### src/rtl/demap_pkg.sv
package demap_pkg;

    // Address field positions the decode depends on
    localparam int CTX_FIELD_LSB = 4;
    localparam int OP_FIELD_LSB  = 6;
    localparam int REAL_BIT      = 9;

    typedef enum logic [1:0] {
        KIND_PAGE = 2'd0,
        KIND_CTX  = 2'd1,
        KIND_ALL  = 2'd2,
        KIND_BAD  = 2'd3
    } demap_kind_e;

    typedef enum logic [1:0] {
        CSEL_PRIMARY   = 2'd0,
        CSEL_SECONDARY = 2'd1,
        CSEL_NONE      = 2'd2,
        CSEL_NUCLEUS   = 2'd3
    } ctx_code_e;

    typedef struct packed {
        logic        issue;
        logic        error;
        demap_kind_e kind;
    } op_dec_t;

    function automatic demap_kind_e kind_of(input logic [7:0] low);
        return demap_kind_e'(low[OP_FIELD_LSB +: 2]);
    endfunction

    function automatic ctx_code_e ctx_code_of(input logic [7:0] low);
        return ctx_code_e'(low[CTX_FIELD_LSB +: 2]);
    endfunction

endpackage

### src/rtl/demap_ctx_sel.sv
module demap_ctx_sel
    import demap_pkg::*;
#(
    parameter int CTX_W = 13
) (
    input  ctx_code_e        code,
    input  logic             side_is_data,
    input  logic [CTX_W-1:0] ctx_primary,
    input  logic [CTX_W-1:0] ctx_secondary,
    output logic [CTX_W-1:0] ctx_id,
    output logic             ignored
);

    always_comb begin
        ctx_id  = '0;
        ignored = 1'b0;
        unique case (code)
            CSEL_PRIMARY: ctx_id = ctx_primary;
            CSEL_SECONDARY: begin
                // only the data side owns a secondary context
                if (side_is_data) ctx_id = ctx_secondary;
                else              ignored = 1'b1;
            end
            CSEL_NONE:    ignored = 1'b1;
            CSEL_NUCLEUS: ctx_id = '0;
            default:      ignored = 1'b1;
        endcase
    end

endmodule

### src/rtl/demap_op_decode.sv
module demap_op_decode
    import demap_pkg::*;
(
    input  demap_kind_e kind,
    input  logic        ignored,
    output op_dec_t     dec
);

    always_comb begin
        dec.kind  = kind;
        dec.issue = 1'b0;
        dec.error = 1'b0;
        unique case (kind)
            KIND_PAGE, KIND_CTX: dec.issue = !ignored;
            KIND_ALL:            dec.issue = 1'b1;   // partition-wide ignores the context code
            KIND_BAD:            dec.error = 1'b1;
            default:             dec.error = 1'b1;
        endcase
    end

endmodule

### src/rtl/demap_cmd_reg.sv
module demap_cmd_reg
    import demap_pkg::*;
#(
    parameter int PG_W   = 51,
    parameter int PART_W = 8,
    parameter int CTX_W  = 13
) (
    input  logic              clk,
    input  logic              rst,
    input  logic              req_valid,
    input  op_dec_t           dec,
    input  logic [PG_W-1:0]   page_in,
    input  logic              real_in,
    input  logic [PART_W-1:0] part_in,
    input  logic [CTX_W-1:0]  ctx_in,
    output logic              cmd_valid,
    output logic [1:0]        cmd_kind,
    output logic [PG_W-1:0]   cmd_page,
    output logic              cmd_real,
    output logic [PART_W-1:0] cmd_part,
    output logic [CTX_W-1:0]  cmd_ctx,
    output logic              cmd_err
);

    logic              nx_valid, nx_err, nx_real;
    logic [1:0]        nx_kind;
    logic [PG_W-1:0]   nx_page;
    logic [PART_W-1:0] nx_part;
    logic [CTX_W-1:0]  nx_ctx;

    always_comb begin
        nx_valid = req_valid && dec.issue;
        nx_err   = req_valid && dec.error;
        nx_kind  = '0;
        nx_page  = '0;
        nx_real  = 1'b0;
        nx_part  = '0;
        nx_ctx   = '0;
        if (nx_valid) begin
            nx_kind = dec.kind;
            nx_part = part_in;
            if (dec.kind != KIND_ALL) nx_ctx = ctx_in;
            if (dec.kind == KIND_PAGE) begin
                nx_page = page_in;
                nx_real = real_in;
            end
        end
    end

    always_ff @(posedge clk) begin
        if (rst) begin
            cmd_valid <= 1'b0;
            cmd_err   <= 1'b0;
            cmd_kind  <= '0;
            cmd_page  <= '0;
            cmd_real  <= 1'b0;
            cmd_part  <= '0;
            cmd_ctx   <= '0;
        end else begin
            cmd_valid <= nx_valid;
            cmd_err   <= nx_err;
            cmd_kind  <= nx_kind;
            cmd_page  <= nx_page;
            cmd_real  <= nx_real;
            cmd_part  <= nx_part;
            cmd_ctx   <= nx_ctx;
        end
    end

    // data fields are quiet whenever no command is out
    a_r11_idle_zero: assert property (@(posedge clk) disable iff (rst)
        !cmd_valid |-> (cmd_kind == 2'd0 && cmd_page == '0 && !cmd_real
                        && cmd_part == '0 && cmd_ctx == '0));

    // error and command never coincide
    a_r10_err_excl: assert property (@(posedge clk) disable iff (rst)
        cmd_err |-> !cmd_valid);

endmodule

### src/rtl/demap_decoder.sv
module demap_decoder
    import demap_pkg::*;
#(
    parameter int ADDR_W   = 64,
    parameter int PAGE_LSB = 13,   // must exceed REAL_BIT + 1
    parameter int PART_W   = 8,
    parameter int CTX_W    = 13
) (
    input  logic                     clk,
    input  logic                     rst,
    input  logic                     req_valid,
    input  logic [ADDR_W-1:0]        req_addr,
    input  logic                     side_is_data,
    input  logic [PART_W-1:0]        part_id,
    input  logic [CTX_W-1:0]         ctx_primary,
    input  logic [CTX_W-1:0]         ctx_secondary,
    output logic                     cmd_valid,
    output logic [1:0]               cmd_kind,
    output logic [ADDR_W-PAGE_LSB-1:0] cmd_page,
    output logic                     cmd_real,
    output logic [PART_W-1:0]        cmd_part,
    output logic [CTX_W-1:0]         cmd_ctx,
    output logic                     cmd_err
);

    localparam int PG_W = ADDR_W - PAGE_LSB;

    ctx_code_e        code;
    demap_kind_e      kind;
    logic [CTX_W-1:0] sel_ctx;
    logic             sel_ignored;
    op_dec_t          dec;

    assign code = ctx_code_of(req_addr[7:0]);
    assign kind = kind_of(req_addr[7:0]);

    // bits that carry no meaning for a demap store
    logic unused_addr_bits;
    assign unused_addr_bits = ^{req_addr[PAGE_LSB-1:REAL_BIT+1], req_addr[8], req_addr[3:0]};

    demap_ctx_sel #(.CTX_W(CTX_W)) u_ctx_sel (
        .code          (code),
        .side_is_data  (side_is_data),
        .ctx_primary   (ctx_primary),
        .ctx_secondary (ctx_secondary),
        .ctx_id        (sel_ctx),
        .ignored       (sel_ignored)
    );

    demap_op_decode u_op_decode (
        .kind    (kind),
        .ignored (sel_ignored),
        .dec     (dec)
    );

    demap_cmd_reg #(.PG_W(PG_W), .PART_W(PART_W), .CTX_W(CTX_W)) u_cmd_reg (
        .clk       (clk),
        .rst       (rst),
        .req_valid (req_valid),
        .dec       (dec),
        .page_in   (req_addr[ADDR_W-1:PAGE_LSB]),
        .real_in   (req_addr[REAL_BIT]),
        .part_in   (part_id),
        .ctx_in    (sel_ctx),
        .cmd_valid (cmd_valid),
        .cmd_kind  (cmd_kind),
        .cmd_page  (cmd_page),
        .cmd_real  (cmd_real),
        .cmd_part  (cmd_part),
        .cmd_ctx   (cmd_ctx),
        .cmd_err   (cmd_err)
    );

    // a command only ever follows a request
    a_r2_needs_request: assert property (@(posedge clk) disable iff (rst)
        cmd_valid |-> $past(req_valid));

    // reserved operation code gives an error and no command
    a_r10_bad_op: assert property (@(posedge clk) disable iff (rst)
        (req_valid && req_addr[7:6] == 2'd3) |=> (cmd_err && !cmd_valid));

    // ignored page/context requests vanish
    a_r6_ignored_drop: assert property (@(posedge clk) disable iff (rst)
        (req_valid && req_addr[7:6] < 2'd2 &&
         (req_addr[5:4] == 2'd2 || (req_addr[5:4] == 2'd1 && !side_is_data)))
        |=> (!cmd_valid && !cmd_err));

    // partition-wide always goes out with context zero
    a_r7_all_issues: assert property (@(posedge clk) disable iff (rst)
        (req_valid && req_addr[7:6] == 2'd2)
        |=> (cmd_valid && cmd_kind == 2'd2 && cmd_ctx == '0));

    // page command carries the page and real flag of its request
    a_r8_page_fields: assert property (@(posedge clk) disable iff (rst)
        (cmd_valid && cmd_kind == 2'd0)
        |-> (cmd_page == $past(req_addr[ADDR_W-1:PAGE_LSB]) &&
             cmd_real == $past(req_addr[REAL_BIT])));

    // partition comes from the partition register
    a_r9_partition: assert property (@(posedge clk) disable iff (rst)
        cmd_valid |-> cmd_part == $past(part_id));

endmodule

### config.mk
export PLATFORM = sky130hd
export DESIGN_NAME = demap_decoder
export DESIGN_NICKNAME = d
export VERILOG_FILES = /design/src/rtl/demap_pkg.sv /design/src/rtl/demap_ctx_sel.sv /design/src/rtl/demap_op_decode.sv /design/src/rtl/demap_cmd_reg.sv /design/src/rtl/demap_decoder.sv
export SDC_FILE = /design/constraint.sdc
export NUM_CORES = 1
export LEC_CHECK = 0
export BUFFER_PORTS_ARGS = -buffer_cell sky130_fd_sc_hd__buf_4
export CORE_UTILIZATION = 45
export DETAILED_ROUTE_END_ITERATION = 16
export HOLD_SLACK_MARGIN = 0.05
export PLACE_DENSITY = 0.85
export SLEW_MARGIN = 20
export SYNTH_ARGS = -nofsm -noshare
export SYNTH_HDL_FRONTEND = slang
export SYNTH_SLANG_ARGS = --single-unit
export TNS_END_PERCENT = 30
### constraint.sdc
create_clock -name clk -period 4.2 [get_ports clk]
set_clock_uncertainty 0.1 [all_clocks]
set_input_delay 0.84 -clock clk [delete_from_list [all_inputs] [get_ports clk]]
set_output_delay 0.84 -clock clk [all_outputs]
set_load 0.02 [all_outputs]
==> metrics.csv <==
metric;value;unit
required;4.28;ns
cpLargestDelayFamily;compound AO/OA/AOI/OAI gates;
worstPathArrival;2.33;ns
nNetsFinal;528;
fin_cells;503;
cts_tree;done;
cts.reportedPaths.clkPinSlew;0.07;ns
layout_common_cells;buf_4, dfxtp_1, nand2_1, nor3_2, nor3_1;
power.total;0.00151;W
ys_ff_latch;77;
overflow;0;
drive_above_1_share;56.5;%
hold_slack;0.613;ns
gp_congestion;0.739;
syn_inst;263;
cpMaxStageDelayCell;o211a_4;
yosysWarnings;0;
timing.fmax;0.444;GHz
leakagePower;1.89;nW
run_status;finished, final reports clean;
htreeDepth;3;
firstDrtPassIters;4;
critical_path.max_fanout;40;
area.growth.synth_to_final;54.7;%
final_common_cell;buf_4;
setup_viol;0;
dp_hpwl;4.86;mm
slew-limit-headroom;34.7;%
syn-cell-area;2740;um^2
post-route-min-period;2.25;ns
die_h;80.0;um
numPortBuffers;170;
cpPeakStageDelay;0.54;ns
finalHoldViolations;0;
grt_max_degree;66;
yosys.cell_types.count;19;
timing.final.crit_share;53.6;%
post_cts_resized;0;
cts_setup_buffers;0;
yosysSeqAreaShare;56.3;%
path_class;input port to register;
hold_class;input port to register;
cts_sinks;77;
async_flop_share;0;%
synth.net_count;368;
worst_slew_pin_slew;0.980;ns
ctsHoldBuffers;0;
multiInputGateArea;1070;um^2
antenna_found_initial;0;
drc_errors;0;
clockRootBuffer;clkbuf_8;
syn_avg_cell_area;10.4;um^2
rsz0062_at_grt;no;
coreArea;5890;um^2
path_cells;buf_4, inv_1, ha_1, nor2b_1, o211a_4, buf_12, nor3_1;
placed_cells;486;
slew_viol_final;0;
placed_area;4010;um^2
n_antenna_cell;0;
die-area;6410;um^2
drv_cap;0;
grtUsageTotal;21.1;%
power_density;357;nW/um^2
num_vias;2445;
synth_edf_count;0;
nFillCells;421;
cts_made_buffers;9;
tns;0;ns
detail-route-antenna-nets;0;
wl_per_cell;13.8;um
synthFlopType;dfxtp_1;
critPathCaptureType;register;
drt-total-wl;6.93;mm
crit_buf_inv;3;
regArea;1540;um^2
grt_pass1_wl;10.1;mm
routed_via_density;4.86;
start_util;46.6;%
rows;28;
ioPinCount;179;
design_area;4240;um^2
max-vdd-ir-drop;267;uV
critPathLaunchType;input port;
dieWidth;80.0;um
initialDrtViolationCount;80;
cts_buffer_depth;2;
grt_pass1_vias;2208;
-- path summary, 6_finish.rpt --
path / start / endpoint / slack (ns) / cells past startpoint
worst min-delay path: req_addr[6] / u_cmd_reg.cmd_kind[1]$_SDFF_PP0_ / 0.61 / 2
worst max-delay path: req_addr[5] / u_cmd_reg.cmd_page[47]$_SDFF_PP0_ / 1.95 / 7
-- sequential cells by signal, summed over array words and instances (netlist names) --
signal and cells:
u_cmd_reg.cmd_kind 2, u_cmd_reg.cmd_ctx 13, u_cmd_reg.cmd_real 1, u_cmd_reg.cmd_page 51
u_cmd_reg.cmd_part 8, u_cmd_reg.cmd_err 1, u_cmd_reg.cmd_valid 1
-- cells in the mapped netlist (all sizes together), types with 2 or more instances --
cell type | count | area (um^2)
nor3 | 74 | 621
clkbuf | 6 | 22.5
a22oi | 13 | 97.6
dfxtp | 77 | 1540
ha | 3 | 37.5
nand2b | 2 | 12.5
nor2 | 2 | 7.51
buf | 17 | 121
nand2 | 61 | 229
inv | 3 | 11.3
-- cell type report --
type / count / share of cell area [%]
Timing Repair Buffer: 172 / 31.1
Sequential cell: 77 / 36.4
Clock inverter: 5 / 1.39
Multi-Input combinational cell: 160 / 25.1
Tap cell: 75 / 2.21
Inverter: 3 / 0.266
Clock buffer: 11 / 3.57
-- through the flow --
stage	worst slack, ns	util, %
floorplan	2.21	-
CTS	1.97	71.7
global placement	1.61	68.1
detailed placement	1.61	68.1
finish	1.95	72.0
global route	1.84	72.0
-- per-layer routing --
metal  GRT usage, %  vias to the layer above  wire length, um
met2           36.9                      121             3510
met5              0                        -                0
met3           8.11                       18              682
met4           12.1                        0              230
li1               -                     1200                -
met1           21.2                     1106             2500
-- report_power, final --
part / total, W / switching [W] / internal, W
clock network: 0.000576 / 0.000269 / 0.000307
logic: 0.000189 / 0.0000950 / 0.0000942
registers: 0.000748 / 0.00000385 / 0.000744
total: 0.00151 / 0.000368 / 0.00114
-- kinds of logic (layout without fill, tap and decap cells) --
kind of cell,count (synthesis),count (layout),share of synthesized area (%)
adder cells (fa/ha/maj),3,3,1.37
buffers and inverters,26,191,5.66
AND/OR/NAND/NOR,143,143,32.8
AO/OA/AOI/OAI,14,14,3.93
flip-flops,77,77,56.3
No activity file was read; power rests on OpenSTA's default activity.
